===== config.mk =====
export PLATFORM = sky130hd
export DESIGN_NAME = edac_regread_secded
export DESIGN_NICKNAME = d
export VERILOG_FILES = /design/src/rtl/edac_pkg.sv /design/src/rtl/edac_encode.sv /design/src/rtl/edac_capture.sv /design/src/rtl/edac_syndrome.sv /design/src/rtl/edac_fix.sv /design/src/rtl/edac_regread_secded.sv
export SDC_FILE = /design/constraint.sdc
export NUM_CORES = 1
export LEC_CHECK = 0
export BUFFER_PORTS_ARGS = -buffer_cell sky130_fd_sc_hd__buf_2
export CORE_MARGIN = 2
export CORE_UTILIZATION = 51
export CTS_CLUSTER_SIZE = 24
export DETAILED_ROUTE_END_ITERATION = 10
export GPL_TIMING_DRIVEN = 1
export PLACE_DENSITY_LB_ADDON = 0.2
export RECOVER_POWER = 50
export SLEW_MARGIN = 20
export SYNTH_ARGS = -nofsm -noshare
export SYNTH_HDL_FRONTEND = slang
export SYNTH_SLANG_ARGS = --single-unit

===== constraint.sdc =====
create_clock -name clk -period 4.3 [get_ports clk]
set_clock_uncertainty 0.15 [all_clocks]
set_input_delay 1.075 -clock clk [delete_from_list [all_inputs] [get_ports clk]]
set_output_delay 1.075 -clock clk [all_outputs]
set_load 0.1 [all_outputs]

===== src/rtl/edac_pkg.sv =====
package edac_pkg;

    // Number of Hamming check bits needed for a data word of width dw.
    function automatic int ham_bits(input int dw);
        for (int k = 1; k < 16; k++) begin
            if ((1 << k) >= dw + k + 1) return k;
        end
        return 16;
    endfunction

    // Code position of data bit idx: the idx-th position, counting upward
    // from 1, that is not a power of two.
    function automatic int data_pos(input int idx);
        int found;
        int seen;
        found = 0;
        seen  = 0;
        for (int q = 1; q < 256; q++) begin
            if ((q & (q - 1)) != 0) begin
                if (seen == idx) found = q;
                seen = seen + 1;
            end
        end
        return found;
    endfunction

    // Mask of the data bits covered by Hamming check bit k.
    function automatic logic [63:0] cover_mask(input int k, input int dw);
        logic [63:0] m;
        m = '0;
        for (int i = 0; i < dw; i++) begin
            if (((data_pos(i) >> k) & 1) != 0) m[i] = 1'b1;
        end
        return m;
    endfunction

    // Outcome of decoding one captured word.
    typedef enum logic [1:0] {
        EC_CLEAN     = 2'd0,
        EC_DATA_FIX  = 2'd1,
        EC_CHECK_FIX = 2'd2,
        EC_DOUBLE    = 2'd3
    } err_class_e;

endpackage


===== src/rtl/edac_encode.sv =====
module edac_encode #(
    parameter int DATA_W = 16,
    parameter int HAM_W  = edac_pkg::ham_bits(DATA_W),
    localparam int CHK_W = HAM_W + 1
) (
    input  logic [DATA_W-1:0] data,
    output logic [CHK_W-1:0]  check
);
    logic [HAM_W-1:0] ham;

    // One parity tree for each Hamming check bit.
    for (genvar k = 0; k < HAM_W; k++) begin : g_ham
        localparam logic [63:0] FULL_MASK = edac_pkg::cover_mask(k, DATA_W);
        localparam logic [DATA_W-1:0] MASK = FULL_MASK[DATA_W-1:0];
        assign ham[k] = ^(data & MASK);
    end

    // The overall parity bit makes the whole codeword even.
    assign check = {(^data) ^ (^ham), ham};

endmodule


===== src/rtl/edac_capture.sv =====
module edac_capture #(
    parameter int DATA_W = 16,
    parameter int CHK_W  = 6
) (
    input  logic              clk,
    input  logic              rst,
    input  logic [DATA_W-1:0] in_data,
    input  logic [CHK_W-1:0]  in_check,
    output logic [DATA_W-1:0] q_data,
    output logic [CHK_W-1:0]  q_check
);
    // The decode logic only ever sees these stored values.
    always_ff @(posedge clk) begin
        if (rst) begin
            q_data  <= '0;
            q_check <= '0;
        end else begin
            q_data  <= in_data;
            q_check <= in_check;
        end
    end

endmodule


===== src/rtl/edac_syndrome.sv =====
module edac_syndrome #(
    parameter int DATA_W = 16,
    parameter int HAM_W  = edac_pkg::ham_bits(DATA_W),
    localparam int CHK_W = HAM_W + 1
) (
    input  logic [DATA_W-1:0] q_data,
    input  logic [CHK_W-1:0]  q_check,
    output logic [HAM_W-1:0]  syn,
    output logic              par_err
);
    logic [CHK_W-1:0] regen;

    edac_encode #(.DATA_W(DATA_W), .HAM_W(HAM_W)) u_regen (
        .data  (q_data),
        .check (regen)
    );

    // The syndrome names the code position in error.
    assign syn     = regen[HAM_W-1:0] ^ q_check[HAM_W-1:0];
    // Parity over all stored bits; odd means an odd number of flips.
    assign par_err = (^q_data) ^ (^q_check);

endmodule


===== src/rtl/edac_fix.sv =====
module edac_fix #(
    parameter int DATA_W = 16,
    parameter int HAM_W  = edac_pkg::ham_bits(DATA_W)
) (
    input  logic [DATA_W-1:0]    q_data,
    input  logic [HAM_W-1:0]     syn,
    input  logic                 par_err,
    output logic [DATA_W-1:0]    fixed_data,
    output edac_pkg::err_class_e cls
);
    import edac_pkg::*;

    logic [DATA_W-1:0] flip;
    logic              hit_data;
    logic              syn_zero;
    logic              syn_single;

    // Match the syndrome against the position of each data bit.
    for (genvar i = 0; i < DATA_W; i++) begin : g_flip
        localparam logic [HAM_W-1:0] POS = HAM_W'(data_pos(i));
        assign flip[i] = (syn == POS);
    end

    assign hit_data   = |flip;
    assign syn_zero   = (syn == '0);
    assign syn_single = ((syn & (syn - HAM_W'(1))) == '0);

    always_comb begin
        unique case ({syn_zero, par_err})
            2'b10: cls = EC_CLEAN;
            2'b11: cls = EC_CHECK_FIX;   // only the overall parity bit flipped
            2'b00: cls = EC_DOUBLE;      // even count of flips, nonzero syndrome
            2'b01: begin
                if (hit_data)        cls = EC_DATA_FIX;
                else if (syn_single) cls = EC_CHECK_FIX;
                else                 cls = EC_DOUBLE; // position outside the word
            end
            default: cls = EC_DOUBLE;
        endcase
    end

    always_comb begin
        unique case (cls)
            EC_DATA_FIX: fixed_data = q_data ^ flip;
            default:     fixed_data = q_data;
        endcase
    end

endmodule


===== src/rtl/edac_regread_secded.sv =====
module edac_regread_secded #(
    parameter int DATA_W = 16
) (
    input  logic                                    clk,
    input  logic                                    rst,
    input  logic [DATA_W-1:0]                       wr_data,
    output logic [edac_pkg::ham_bits(DATA_W):0]     wr_check,
    input  logic [DATA_W-1:0]                       rd_data,
    input  logic [edac_pkg::ham_bits(DATA_W):0]     rd_check,
    output logic [DATA_W-1:0]                       cor_data,
    output logic                                    err_single,
    output logic                                    err_double
);
    import edac_pkg::*;

    localparam int HAM_W = ham_bits(DATA_W);
    localparam int CHK_W = HAM_W + 1;

    logic [DATA_W-1:0] q_data;
    logic [CHK_W-1:0]  q_check;
    logic [HAM_W-1:0]  syn;
    logic              par_err;
    logic [DATA_W-1:0] fixed_data;
    err_class_e        cls;

    // Write path: check-bit generation.
    edac_encode #(.DATA_W(DATA_W), .HAM_W(HAM_W)) u_wr_enc (
        .data  (wr_data),
        .check (wr_check)
    );

    // Read path: capture register, then the decode logic.
    edac_capture #(.DATA_W(DATA_W), .CHK_W(CHK_W)) u_cap (
        .clk      (clk),
        .rst      (rst),
        .in_data  (rd_data),
        .in_check (rd_check),
        .q_data   (q_data),
        .q_check  (q_check)
    );

    edac_syndrome #(.DATA_W(DATA_W), .HAM_W(HAM_W)) u_syn (
        .q_data  (q_data),
        .q_check (q_check),
        .syn     (syn),
        .par_err (par_err)
    );

    edac_fix #(.DATA_W(DATA_W), .HAM_W(HAM_W)) u_fix (
        .q_data     (q_data),
        .syn        (syn),
        .par_err    (par_err),
        .fixed_data (fixed_data),
        .cls        (cls)
    );

    // Map the error class to the output pins.
    always_comb begin
        cor_data = fixed_data;
        unique case (cls)
            EC_CLEAN:     begin err_single = 1'b0; err_double = 1'b0; end
            EC_DATA_FIX:  begin err_single = 1'b1; err_double = 1'b0; end
            EC_CHECK_FIX: begin err_single = 1'b1; err_double = 1'b0; end
            EC_DOUBLE:    begin err_single = 1'b0; err_double = 1'b1; end
            default:      begin err_single = 1'b0; err_double = 1'b1; end
        endcase
    end

endmodule


==> results.md, run 1 <==
* Row count at 21
* Synth area leader: dfxtp_1
* Post-synth EDFFs at 0
* Top cells by area, synth: dfxtp_1 24%, xnor2_1 17%, xor2_1 11%, nor2b_1 7.4%, xnor3_1 7.3%
* I/O pin count at 64
* Mapped Cells at 178
* Bufs on Longest Clock Path at 2
* Syn Area/Cell at 10.4 sq um
* Gpl congestion at 0.904
* Post-place setup slack at -0.332 ns
* Register area share after synthesis at 23.7%
* Cell Area, Synth at 1860 sq um
* Most frequent cells after synthesis: 37 x xnor2_1, 23 x xor2_1, 22 x dfxtp_1, 22 x nor2b_1, 13 x nor2_1
* Clk Tree Root Cell: clkbuf_4
* Last stage: clock tree synthesis
* Largest family of logic cells by synthesized area: XOR/XNOR gates
* Initial Utilization at 54.4%
* Synth Net Count at 220
* HPWL Detailed at 5630 microns
* XOR/XNOR share of the synthesized area at 51.4%
* Mux cell area share after synthesis at 0.606%
* Tool error: [ERROR DPL-0038] Utilization greater than 100%, impossible to legalize
* Post-cts sizing count at 23
* I/O Buffers at 63
* Die width at 64.4 microns
* #FFs+latches synth at 22
* Netlist cell types at 37
* Most common cell in the netlist: xnor2_1
* Synth Warn # at 0
* TritonCTS buffer count at 3
* CTS Hold Bufs at 0
* Synth Flop Type: dfxtp_1
* Async set or reset register ratio after synthesis at 0%
* Status: aborted with a tool error
* Post-CTS Setup Inserts at 8
* Die H at 64.4 microns
* Compound-Gate Fraction of Synth Area at 5.45%
* DP Cell Count at 315
* Number of H-tree levels at 1
* Simple-Gate Fraction of Synth Area at 16.5%
* Post-synth top area share at 23.7%
* Clk sinks at 22
* Synth Area in Adders at 1.35%
## cell families after synthesis
group | count (synthesis)
AO/OA/AOI/OAI | 12
buffers and inverters | 5
multiplexers | 1
XOR/XNOR | 79
AND/OR/NAND/NOR | 57
adder cells (fa/ha/maj) | 2
flip-flops | 22
## stage by stage
step           cell area (sq um)  setup TNS, ns
3_5_place_dp                3230          -4.13
3_3_place_gp                3230         -0.666
2_1_floorplan               2390          -3.26
==> inputs of run 2 (changes only) <==
CORE_UTILIZATION = 40   (was 51)
CTS_CLUSTER_SIZE = default   (was 24)
PLACE_DENSITY_LB_ADDON = 0.15   (was 0.2)
==> run 2 against run 1 <==
Against the previous run:
- the flow now finishes, with violations (setup timing)
- area after synthesis stayed put
- synthesized cell count unchanged
==> results.md, run 2 <==
* Register area share after synthesis at 23.7% (unchanged)
* Compound-Gate Fraction of Synth Area at 5.45% (unchanged)
* Failing checks: setup timing
* Synth area leader: dfxtp_1
* Final setup margin at -0.395 ns
* Worst Hold End: u_cap.q_data[12]
* Worst Setup Start Kind: flip-flop
* Largest family of logic cells by synthesized area: XOR/XNOR gates
* DR pass1 iterations at 4
* Status: complete, but fails checks
* Initial drt markers at 24
* Synth Area in Adders at 1.35% (unchanged)
* Hold_sp: rd_data[12]
* Top Registers: u_cap.q_data (16), u_cap.q_check (6)
* Die footprint at 5210 sq um
* Setup CP Type: reg -> out
* Vias at 1,589
* Max-slew headroom at 36.0%
* Wirelength, routed at 4500 microns
* I/O Buffers at 63 (unchanged)
* Worst Tran Pin Value at 0.955 ns
* Endpoint type of the worst setup path: output pin
* TritonCTS buffer count at 3 (unchanged)
* Synth Warn # at 0 (unchanged)
* # diodes at 0
* Netlist cell types at 37 (unchanged)
* I/O pin count at 64 (unchanged)
* Most common cell in the netlist: xnor2_1
* Worst path required time at 3.07 ns
* Core area at 4410 sq um
* Clk sinks at 22 (unchanged)
* Final Hold Fails at 0
* Post-place setup slack at -0.143 ns (+0.190 ns)
* TritonCTS clock tree: yes
* Worst path most repeated cell: xor2_4
* Clk Tree Root Cell: clkbuf_8
* Int Pwr at 1030 uW
* Clock slew at reported path FFs at 0.07 ns
* First-pass GRT wire length at 7310 microns
* Drc violations at 0
* Worst Path Max Fanout at 5
* Initial Utilization at 42.1% (-12 points)
* Commonest non-fill, non-tap cell in the layout: buf_4
* Simple-Gate Fraction of Synth Area at 16.5% (unchanged)
* Post-synth EDFFs at 0 (unchanged)
* Die H at 72.2 microns (+12%)
* Gr usage total at 18.6%
* Via/cell ratio at 4.69
* Max reg flops at 16
* Async set or reset register ratio after synthesis at 0% (unchanged)
* Fillers at 277
* Largest net degree at the start of global routing at 23
* Hold Path Depth at 2
* CTS Hold Bufs at 0 (unchanged)
* Sequential Power Share at 10.0%
* Final Critical Period at 4.70 ns
* Synth Flop Type: dfxtp_1
* CP max stage cell: xor3_2
* Power per Cell Area at 649 nW/um^2
* Die width at 72.2 microns (+12%)
* HPWL Detailed at 3930 microns (-30%)
* Fin nets at 330
* Ordered list of cells on the worst path: xor3_2, xor2_4, xnor3_2, xnor2_4, buf_4, a2111oi_4, ha_2, and2_4, o21ai_2, nor2_4, xor2_4, buf_12
* Cell Area, Synth at 1860 sq um (unchanged)
* Slowest stage delay, CP at 0.48 ns
* Combinational share of power at 84.3%
* Bufs on Longest Clock Path at 2 (unchanged)
* Max IR drop VDD at 601 uV
* Most flops, register: u_cap.q_data
* Final setup fails at 16
* Number of global-route vias before repair at 1,559
* Synth Net Count at 220 (unchanged)
* #FFs+latches synth at 22 (unchanged)
* Highest clock rate at 213 MHz
* Finished Core Util at 78.7%
* Gr ovfl total at 0
* Initial antenna violation count at 0
* Number of H-tree levels at 1 (unchanged)
* Area grow syn2layout at 86.9%
* Per-cell routed wire length at 13.3 microns
* Worst Path Arrival at 3.47 ns
* Sw Ratio at 54.4%
* XOR/XNOR share of the synthesized area at 51.4% (unchanged)
* Tcrit/Tclk final at 109%
* Most frequent cells after synthesis: 37 x xnor2_1, 23 x xor2_1, 22 x dfxtp_1, 22 x nor2b_1, 13 x nor2_1
* Layout cells sized above 1 at 62.4%
* Mux cell area share after synthesis at 0.606% (unchanged)
* Hold Crit Class: in -> reg
* Mapped Cells at 178 (unchanged)
* Row count at 24 (+14%)
* RSZ-0062 raised after global routing: yes
* ANT nets after route at 0
* Max cap viols at 0
* Clock power frac at 5.7%
* Syn Area/Cell at 10.4 sq um (unchanged)
* Slew Viols, Final at 0
* Most frequent cells in the layout: 44 x buf_4, 43 x buf_2, 28 x xnor2_1
* Switching pwr at 1230 uW
* Pleak at 0.00148 uW
* Top cells by area, synth: dfxtp_1 24%, xnor2_1 17%, xor2_1 11%, nor2b_1 7.4%, xnor3_1 7.3%
* Post-synth top area share at 23.7% (unchanged)
* Gpl congestion at 0.840 (-7.1%)
## run 2: worst max-delay path by stage
| stage | start | depth (start not counted) | slack (ns) | end |
|---|---|---|---|---|
| after floorplan | u_cap.q_data[14] | 11 | -0.26 | cor_data[1] |
| after global placement | u_cap.q_data[14] | 10 | -0.13 | cor_data[12] |
| after detailed placement | u_cap.q_data[14] | 10 | -0.14 | cor_data[12] |
| after CTS | u_cap.q_data[14] | 12 | -0.41 | cor_data[4] |
| after global routing | u_cap.q_data[8] | 12 | -0.57 | cor_data[0] |
| final | u_cap.q_data[5] | 12 | -0.40 | cor_data[8] |
## run 2: timing repair
item | 4_1_cts | 5_1_grt
gates resized for setup | 4 | 14
pin swaps | 4 | 9
endpoints found under the setup margin | 16 | 17
hold endpoints to repair | 0 | 0
buffers inserted | 1 | 4
## run 2: area by class of cell
cell class	instances	area, sq um	area share [%]
clock buffer	4	45.0	1.30
inverter	3	11.3	0.324
multi-input combinational	151	1980	56.9
sequential	22	459	13.2
tap	52	65.1	1.87
timing repair buffer	107	917	26.4
## run 2: critical path, delay by kind of cell, from the launching register on
kind	cells	cell delay [ns]
xor gates and xnor gates	5	1.44
AOI/OAI and AO/OA	2	0.42
buffers and inverters	2	0.36
DFF	1	0.35
and+or+nand+nor	2	0.35
adders and majority gates	1	0.27
## run 2: power groups by stage
stage | Clock (uW) | Sequential [uW] | Combinational, uW
finish | 129 | 225 | 1900
global route | 141 | 226 | 2000
CTS | 133 | 225 | 1820
detailed placement | 0 | 229 | 1790
global placement | 0 | 229 | 1790
floorplan | 0 | 235 | 1310
## run 2: metrics by stage
| step | instance area, sq um | hold slack, ns | cells | power [uW] | TNS [ns] |
|---|---|---|---|---|---|
| floorplan | 2390 | 0.989 | 178 | 1550 | -3.26 |
| global placement | 3310 | 1.13 | 330 | 2020 | -1.26 |
| detailed placement | 3310 | 1.14 | 330 | 2020 | -1.39 |
| CTS | 3380 | 0.858 | 335 | 2180 | -5.74 |
| global route | 3470 | 0.860 | 339 | 2370 | -8.52 |
| finish | 3470 | 0.861 | 339 | 2250 | -5.64 |
## run 2: routing by layer
layer | vias up | global-route usage, % | share of wire (%)
li1 | 799 | - | -
met1 | 747 | 22.9 | 40
met2 | 38 | 32.9 | 55
met3 | 5 | 2.78 | 3.6
met4 | 0 | 6.50 | 1.3
met5 | - | 0 | 0
## run 2: cells by family after synthesis
family / Yosys count
buffers and inverters: 5
AOI/OAI and AO/OA: 12
muxes: 1
and+or+nand+nor: 57
xor gates and xnor gates: 79
adders and majority gates: 2
DFF: 22
(Power assumes the default switching activity.)
